<file path="config.mk">
export PLATFORM = sky130hd
export DESIGN_NAME = ccr_byte_handler
export DESIGN_NICKNAME = d
export VERILOG_FILES = /design/src/rtl/ccr_pkg.sv /design/src/rtl/ccr_busy_timer.sv /design/src/rtl/ccr_latch_ctrl.sv /design/src/rtl/ccr_byte_handler.sv
export SDC_FILE = /design/constraint.sdc
export NUM_CORES = 1
export LEC_CHECK = 0
export BUFFER_PORTS_ARGS = -buffer_cell sky130_fd_sc_hd__buf_2
export CAP_MARGIN = 20
export CELL_PAD_IN_SITES_DETAIL_PLACEMENT = 2
export CELL_PAD_IN_SITES_GLOBAL_PLACEMENT = 2
export CORE_ASPECT_RATIO = 1.25
export CORE_MARGIN = 5
export CORE_UTILIZATION = 31
export CTS_CLUSTER_DIAMETER = 40
export CTS_CLUSTER_SIZE = 30
export DETAILED_ROUTE_END_ITERATION = 12
export PLACE_DENSITY = 0.76
export SKIP_LAST_GASP = 1
export SLEW_MARGIN = 10
export SYNTH_ARGS = -nofsm -noshare
export SYNTH_HDL_FRONTEND = slang
export SYNTH_SLANG_ARGS = --single-unit
</file>
<file path="constraint.sdc">
create_clock -name clk -period 2.2 [get_ports clk]
set_input_delay 0.66 -clock clk [delete_from_list [all_inputs] [get_ports clk]]
set_output_delay 0.66 -clock clk [all_outputs]
set_load 0.005 [all_outputs]
</file>
<file path="src/rtl/ccr_pkg.sv">
package ccr_pkg;
  localparam int BYTE_W = 8;
  localparam logic [3:0] REG_PREAMBLE = 4'b1011;
  localparam logic [8:0] REG_ADDR = 9'h1FF;
  localparam logic [BYTE_W-1:0] NV_MASK = 8'hF1;
  localparam int B_WEL = 1;
  localparam int B_RWEL = 2;

  typedef enum logic [2:0] {
    ST_IDLE, ST_SLAVE, ST_ADDR, ST_DATA, ST_READ
  } hstate_t;

  typedef enum logic [1:0] {
    ACT_NONE, ACT_SET_WEL, ACT_SET_RWEL, ACT_COMMIT
  } latch_act_t;

  function automatic logic preamble_hit(input logic [BYTE_W-1:0] b);
    return b[7:4] == REG_PREAMBLE;
  endfunction

  function automatic logic addr_hit(input logic a8, input logic [BYTE_W-1:0] b);
    return {a8, b} == REG_ADDR;
  endfunction

  function automatic logic [BYTE_W-1:0] reg_image(input logic [BYTE_W-1:0] nv,
                                                  input logic wel, input logic rwel);
    logic [BYTE_W-1:0] img;
    img = nv & NV_MASK;
    img[B_WEL] = wel;
    img[B_RWEL] = rwel;
    return img;
  endfunction

  function automatic latch_act_t classify(input logic [BYTE_W-1:0] d,
                                          input logic wel, input logic rwel);
    if (wel && rwel && !d[B_RWEL]) return ACT_COMMIT;
    if (d[B_RWEL] && d[B_WEL] && wel && !rwel) return ACT_SET_RWEL;
    if (!d[B_RWEL] && d[B_WEL] && !rwel) return ACT_SET_WEL;
    return ACT_NONE;
  endfunction
endpackage

</file>
<file path="src/rtl/ccr_busy_timer.sv">
module ccr_busy_timer #(
  parameter int BUSY_CYCLES = 16
) (
  input  logic clk,
  input  logic rst_n,
  input  logic load_i,
  output logic busy_o
);
  localparam int CW = $clog2(BUSY_CYCLES + 1);
  logic [CW-1:0] cnt;

  always_ff @(posedge clk or negedge rst_n) begin
    if (!rst_n) cnt <= '0;
    else if (load_i) cnt <= CW'(BUSY_CYCLES);
    else if (cnt != '0) cnt <= cnt - 1'b1;
  end

  assign busy_o = (cnt != '0);

  assert_busy_after_load_R10: assert property (@(posedge clk) disable iff (!rst_n)
    load_i |=> busy_o);
endmodule

</file>
<file path="src/rtl/ccr_latch_ctrl.sv">
module ccr_latch_ctrl
  import ccr_pkg::*;
#(
  parameter logic [BYTE_W-1:0] NV_INIT = 8'h00
) (
  input  logic              clk,
  input  logic              rst_n,
  input  logic              apply_i,
  input  logic [BYTE_W-1:0] data_i,
  output logic              wel_o,
  output logic              rwel_o,
  output logic [BYTE_W-1:0] nv_o,
  output logic              commit_o
);
  logic wel, rwel;
  logic [BYTE_W-1:0] nv;
  latch_act_t act;

  always_comb begin
    act = apply_i ? classify(data_i, wel, rwel) : ACT_NONE;
  end

  assign commit_o = (act == ACT_COMMIT);

  always_ff @(posedge clk or negedge rst_n) begin
    if (!rst_n) begin
      wel  <= 1'b0;
      rwel <= 1'b0;
      nv   <= NV_INIT & NV_MASK;
    end else begin
      case (act)
        ACT_SET_WEL:  wel <= 1'b1;
        ACT_SET_RWEL: rwel <= 1'b1;
        ACT_COMMIT: begin
          nv   <= data_i & NV_MASK;
          wel  <= 1'b0;
          rwel <= 1'b0;
        end
        default: ;
      endcase
    end
  end

  assign wel_o  = wel;
  assign rwel_o = rwel;
  assign nv_o   = nv;

  assert_rwel_needs_wel_R6: assert property (@(posedge clk) disable iff (!rst_n)
    rwel |-> wel);
  assert_commit_clears_R7: assert property (@(posedge clk) disable iff (!rst_n)
    commit_o |=> (!wel && !rwel));
  assert_nv_only_on_commit_R8: assert property (@(posedge clk) disable iff (!rst_n)
    !commit_o |=> $stable(nv));
endmodule

</file>
<file path="src/rtl/ccr_byte_handler.sv">
module ccr_byte_handler
  import ccr_pkg::*;
#(
  parameter logic [BYTE_W-1:0] NV_INIT = 8'h00,
  parameter int BUSY_CYCLES = 16
) (
  input  logic              clk,
  input  logic              rst_n,
  input  logic              start_i,
  input  logic              stop_i,
  input  logic              byte_valid_i,
  input  logic [BYTE_W-1:0] byte_i,
  output logic              ack_valid_o,
  output logic              ack_o,
  output logic              tx_valid_o,
  output logic [BYTE_W-1:0] tx_data_o,
  output logic [BYTE_W-1:0] ctrl_o,
  output logic              busy_o
);
  hstate_t st;
  logic a8_q, ptr_ok, have_data;
  logic [BYTE_W-1:0] data_q;
  logic wel, rwel, commit_ev, apply_ev, busy;
  logic [BYTE_W-1:0] nv;
  logic [BYTE_W-1:0] image;

  assign apply_ev = stop_i && !start_i && have_data;
  assign image = reg_image(nv, wel, rwel);

  ccr_latch_ctrl #(.NV_INIT(NV_INIT)) u_latch (
    .clk(clk), .rst_n(rst_n), .apply_i(apply_ev), .data_i(data_q),
    .wel_o(wel), .rwel_o(rwel), .nv_o(nv), .commit_o(commit_ev)
  );

  ccr_busy_timer #(.BUSY_CYCLES(BUSY_CYCLES)) u_busy (
    .clk(clk), .rst_n(rst_n), .load_i(commit_ev), .busy_o(busy)
  );

  always_ff @(posedge clk or negedge rst_n) begin
    if (!rst_n) begin
      st          <= ST_IDLE;
      a8_q        <= 1'b0;
      ptr_ok      <= 1'b0;
      have_data   <= 1'b0;
      data_q      <= '0;
      ack_valid_o <= 1'b0;
      ack_o       <= 1'b0;
      tx_valid_o  <= 1'b0;
      tx_data_o   <= '0;
    end else begin
      ack_valid_o <= 1'b0;
      tx_valid_o  <= 1'b0;
      if (start_i) begin
        st        <= ST_SLAVE;
        have_data <= 1'b0;
      end else if (stop_i) begin
        st        <= ST_IDLE;
        have_data <= 1'b0;
      end else if (byte_valid_i) begin
        ack_valid_o <= 1'b1;
        ack_o       <= 1'b0;
        case (st)
          ST_SLAVE: begin
            if (!busy && preamble_hit(byte_i)) begin
              if (byte_i[0]) begin
                if (ptr_ok) begin
                  ack_o      <= 1'b1;
                  tx_valid_o <= 1'b1;
                  tx_data_o  <= image;
                  st         <= ST_READ;
                end else begin
                  st <= ST_IDLE;
                end
              end else begin
                ack_o <= 1'b1;
                a8_q  <= byte_i[1];
                st    <= ST_ADDR;
              end
            end else begin
              st <= ST_IDLE;
            end
          end
          ST_ADDR: begin
            if (addr_hit(a8_q, byte_i)) begin
              ack_o  <= 1'b1;
              ptr_ok <= 1'b1;
              st     <= ST_DATA;
            end else begin
              ptr_ok <= 1'b0;
              st     <= ST_IDLE;
            end
          end
          ST_DATA: begin
            if (!have_data) begin
              ack_o     <= 1'b1;
              data_q    <= byte_i;
              have_data <= 1'b1;
            end
          end
          default: ;
        endcase
      end
    end
  end

  assign ctrl_o = image;
  assign busy_o = busy;

  assert_bad_preamble_nack_R1: assert property (@(posedge clk) disable iff (!rst_n)
    (byte_valid_i && !start_i && !stop_i && st == ST_SLAVE && !preamble_hit(byte_i))
      |=> (ack_valid_o && !ack_o));
  assert_busy_nack_R10: assert property (@(posedge clk) disable iff (!rst_n)
    (byte_valid_i && !start_i && !stop_i && st == ST_SLAVE && busy)
      |=> (ack_valid_o && !ack_o));
  assert_extra_data_nack_R3: assert property (@(posedge clk) disable iff (!rst_n)
    (byte_valid_i && !start_i && !stop_i && st == ST_DATA && have_data)
      |=> (ack_valid_o && !ack_o));
  assert_tx_with_ack_R4: assert property (@(posedge clk) disable iff (!rst_n)
    tx_valid_o |-> (ack_valid_o && ack_o));
  assert_read_no_repeat_R4: assert property (@(posedge clk) disable iff (!rst_n)
    (st == ST_READ && !start_i) |=> !tx_valid_o);
endmodule

</file>
Word level (Yosys, flattened, before mapping):

Index checks and enable logic that the tools add are counted.

* add/subtract/negate cells: 1
* muxes and demuxes: 44
* equal/unequal tests: 8
* reduce and logical (&&, ||, !) cells: 28
* bitwise gates (word level): 4

Operators with widths (count)
* $mux W1: 24
* $mux W3: 6
* $mux W2: 8
* $logic_and A1 B1 Y1: 10
* $mux W5: 2
* $eq A9 B9 Y1 const B: 1
* $reduce_and A7 Y1: 1
* $eq A3 B2 Y1 const B: 2
* $pmux W3 S2: 1
* $reduce_and A6 Y1: 1
* $reduce_bool A2 Y1: 3
* $reduce_bool A3 Y1: 2
* $reduce_and A5 Y1: 1
* $reduce_bool A5 Y1: 1
* $sub A5 B1 Y5 const B: 1
* $eq A2 B2 Y1 const B: 2
* $eq A4 B4 Y1 const B: 1
* $logic_not A1 Y1: 4
* $not A1 Y1: 4
* $pmux W1 S2: 2
* $reduce_and A2 Y1: 2
* $reduce_and A4 Y1: 1
* $reduce_bool A4 Y1: 1
* $eq A3 B1 Y1 const B: 1
* other kinds (3): 3

* register bits: 36
* logic and storage cells: 98
* output and inout port bits: 20
* bits of input ports: 13

Depth between registers and ports, before layout:

* depth in word-level cells: 13
* depth in mapped cells: 7
* gate-level depth less buffers: 6

Modules after synthesis:

From an unflattened synthesis, not the netlist that was laid out.

* cell total of the unflattened synthesis: 136
* area, all modules: 1685.4 um^2

By module, submodules not included
* ccr_byte_handler: area an instance 1102.3 um^2, sequential area each 600.6 um^2, times used 1, cells each 87
* ccr_latch_ctrl: area an instance 321.6 um^2, sequential area each 175.2 um^2, times used 1, cells each 24
* ccr_busy_timer: area an instance 261.5 um^2, sequential area each 125.1 um^2, times used 1, cells each 25

Least setup slack after synthesis:

OpenSTA, ideal clock, no wires.

* path kind: input port to flip-flop
* start point: input port byte_i[7]
* end point: register tx_data_o[0]
* arrival time: 2.122 ns
* cell stages on the path: 4
* required time: 2.075 ns
* path slack: -0.046 ns
* path buffers: 0
* setup time: 0.125 ns
* cell sequence: nand3_1 > or4_4 > nor4_4 > mux2_2

* cells in the longest elaborated chain, start to end: 3

Ends and longest elaborated chain
* from (decl): RTL line ccr_byte_handler.sv:12 `input logic [BYTE_W-1:0] byte_i,`
* $eq A4 B4 Y1: RTL line ccr_pkg.sv:18 `return b[7:4] == REG_PREAMBLE;`
* $logic_and A1 B1 Y1: RTL line ccr_byte_handler.sv:64 `if (!busy && preamble_hit(byte_i)) begin`
* $reduce_and A7 Y1 (no line)
* to (signal assigned): RTL line ccr_byte_handler.sv:69 `tx_data_o <= image;`
* to (decl): RTL line ccr_byte_handler.sv:16 `output logic [BYTE_W-1:0] tx_data_o,`

Every way passes these cells.
A chain may end at the register's enable or synchronous reset.

Final worst setup path:

* start point: register u_busy.cnt[1]
* end point: output port busy_o

* cells in the longest elaborated chain, start to end: 1

Ends and longest elaborated chain
* from (decl): RTL line ccr_busy_timer.sv:10 `logic [CW-1:0] cnt;`
* from (signal assigned): RTL line ccr_busy_timer.sv:14 `else if (load_i) cnt <= CW'(BUSY_CYCLES);`
* from (signal assigned): RTL line ccr_busy_timer.sv:15 `else if (cnt != '0) cnt <= cnt - 1'b1;`
* $reduce_bool A5 Y1: RTL line ccr_busy_timer.sv:18 `assign busy_o = (cnt != '0);`
* to (decl): RTL line ccr_byte_handler.sv:18 `output logic busy_o`

Every way passes these cells.

==> flow_summary.json <==
{
  "grt_max_degree": 36,
  "die_x_um": 73.4,
  "start_kind": "register",
  "ys_seq_area_frac": 0.562,
  "max_cap_violations": 0,
  "grt_usage": 0.147,
  "min_path_type": "input pin to async pin",
  "avgSynthCellArea_um2": 11.5,
  "synth_flop_cell": "dfrtp_1",
  "synth_xor_area_frac": 0.0169,
  "slew_viol_final": 0,
  "clock.fmax_ghz": 0.433,
  "path_clk_slew_ps": 80,
  "cpPeakStageDelay_ps": 480,
  "ys_warn_count": 0,
  "setup.worst_path.end_class": "output pin",
  "crit_arrival_ps": 1650,
  "syn-cell-area_um2": 1560,
  "ys_async_sr_fraction": 1.00,
  "htreeDepth": 2,
  "ys_seq_elements": 35,
  "cts_buffer_depth": 2,
  "critPathSlowestCell": "or4b_4",
  "p_leak_nw": 1.05,
  "gr-total-overflow": 0,
  "violations": "setup timing",
  "muxShareOfSynthArea": 0.124,
  "vdd_drop_max_uv": 276,
  "viasPerCell": 4.94,
  "initial_utilization": 0.325,
  "first_pass_iters": 4,
  "path_cells": "inv_1, ha_2, or4b_4, buf_6, buf_6",
  "hpwlAfterDp_mm": 3.19,
  "fin_ws_ps": -111,
  "placed_area_um2": 1840,
  "syn-instance-count": 136,
  "grt_pass1_vias": 1406,
  "layout-drive-gt1-share": 0.425,
  "crit_type": "register to output pin",
  "skew_ps": 11.3,
  "setup_violations": 2,
  "cts_tree": "done",
  "post-route-period-util": 1.05,
  "cp.required_ps": 1540,
  "layout_commonest_cell": "dfrtp_1",
  "pre_cts_ws_ps": -151,
  "wl_per_cell_um": 17.8,
  "final_cell_area_um2": 1990,
  "first_iter_violations": 21,
  "num_vias": 1215,
  "gp_congestion": 0.822,
  "synth_edf_count": 0,
  "root_buffer": "clkbuf_8",
  "grt_pass1_wl_mm": 7.20,
  "finalSetupTns_ps": -147,
  "yosysUniqueCellTypes": 34,
  "io_buffers": 30,
  "nets": 199,
  "drc_errors": 0,
  "cp_max_fo": 2,
  "outcome": "finished, violations left",
  "rsz0062_at_grt": "true",
  "tightest_slew_ps": 636,
  "ios": 33,
  "synth_compound_area_frac": 0.0474,
  "layout_common_cells": "dfrtp_1, buf_2, nand2_1",
  "die_area_um2": 6550,
  "finalHoldViolCount": 0,
  "antenna_found_initial": 0,
  "cts_made_buffers": 5,
  "clkLatencyLatePin_ps": 290,
  "cts.sinks": 35,
  "design.core.area_um2": 4800,
  "cts_hold_buf": 0,
  "crit_top_cell": "buf_6",
  "rows": 28,
  "powerDensity_nw_per_um2": 591,
  "synth_top_family_by_area": "simple AND/OR/NAND/NOR gates",
  "post-route-util": 0.416,
  "syn2layout_area_growth_pct": 28.0,
  "fin_crit_ps": 2310,
  "relSlewSlack": 0.572,
  "wl_mm": 4.38,
  "drtAntennaViolNets": 0,
  "antenna_cells": 0,
  "die_h_um": 89.3,
  "yosys.area_share.simple": 0.195,
  "synth_fa_ha_area_frac": 0.00803
}
==> kinds of logic after synthesis <==
kind of cell,count (synthesis)
simple gates,55
xor+xnor,3
other cells,1
compound gates,12
flops,35
mux,17
fa+ha+maj,1
buf+inv,12
==> path summary, 6_finish.rpt <==
path	startpoint	end	slack (ps)	depth (start not counted)
max	u_busy.cnt[1]	busy_o	-110	5
min	rst_n	tx_data_o[0]	400	2
max reg2reg	u_busy.cnt[1]	a8_q	-40	6
min reg2reg	data_q[0]	u_latch.nv_o[0]	480	2
max in group asynchronous	rst_n	u_busy.cnt[3]	1470	2
min in group clk	data_q[0]	u_latch.nv_o[0]	480	2
==> synthesized netlist by cell type (2+ instances only) <==
master | number | area, µm²
nor4_1 | 3 | 18.8
inv_1 | 6 | 22.5
dfrtp_1 | 35 | 876
mux2_2 | 15 | 169
or4_4 | 2 | 22.5
a21oi_1 | 6 | 30.0
nand3b_1 | 2 | 15.0
nand3_1 | 4 | 20.0
xnor2_1 | 2 | 17.5
nand2_1 | 24 | 90.1
nor2_1 | 4 | 15.0
buf_4 | 4 | 30.0
nand2b_1 | 2 | 12.5
nor3_1 | 6 | 30.0
a211oi_1 | 2 | 15.0
==> layer usage <==
layer | part of all wire | vias to the layer above | global-route usage
met5 | 0 | - | 0
met1 | 0.41 | 625 | 0.171
li1 | - | 563 | -
met4 | 0.011 | 0 | 0.0395
met2 | 0.54 | 21 | 0.261
met3 | 0.036 | 6 | 0.0427
==> where the power goes <==
group / switching, mW / internal, mW / leakage [nW]
clock: 0.246 / 0.221 / 0.0412
sequential: 0.00362 / 0.647 / 0.486
combinational: 0.0378 / 0.0223 / 0.521
total: 0.288 / 0.890 / 1.05
==> per-stage QoR <==
step                      std cells  hold WS, ps  power [mW]
final                           246          405        1.18
after global routing            246          435        1.24
after CTS                       244          412        1.19
after detailed placement        232          467       0.723
after global placement          232          448       0.720
after floorplan                 137          364       0.682
==> critical path, delay by kind of cell, from the launching register on <==
kind	cells	cell delay, ps
simple gates	1	480
flops	1	390
buf+inv	3	310
fa+ha+maj	1	180
==> timing repair <==
item                                    4_1_cts  5_1_grt
endpoints found under the setup margin        1        9
pin swaps                                     1        1
resized for setup                             4        1
setup buffers                                 4        2
==> flip-flops by register name, summed over array words and instances, names as in the netlist <==
name,flops
ack_valid_o,1
ptr_ok,1
u_latch.rwel_o,1
data_q,7
ack_o,1
u_latch.nv_o,5
st,3
a8_q,1
u_latch.wel_o,1
have_data,1
tx_valid_o,1
u_busy.cnt,5
tx_data_o,7
==> final cells by class <==
type	count	area (µm²)
sequential	35	876
inverter	6	22.5
multi-input combinational	90	644
clock buffer	6	72.6
clock inverter	2	12.5
timing repair buffer	47	292
tap	60	75.1
fill	497	2810
(Power assumes the default switching activity.)
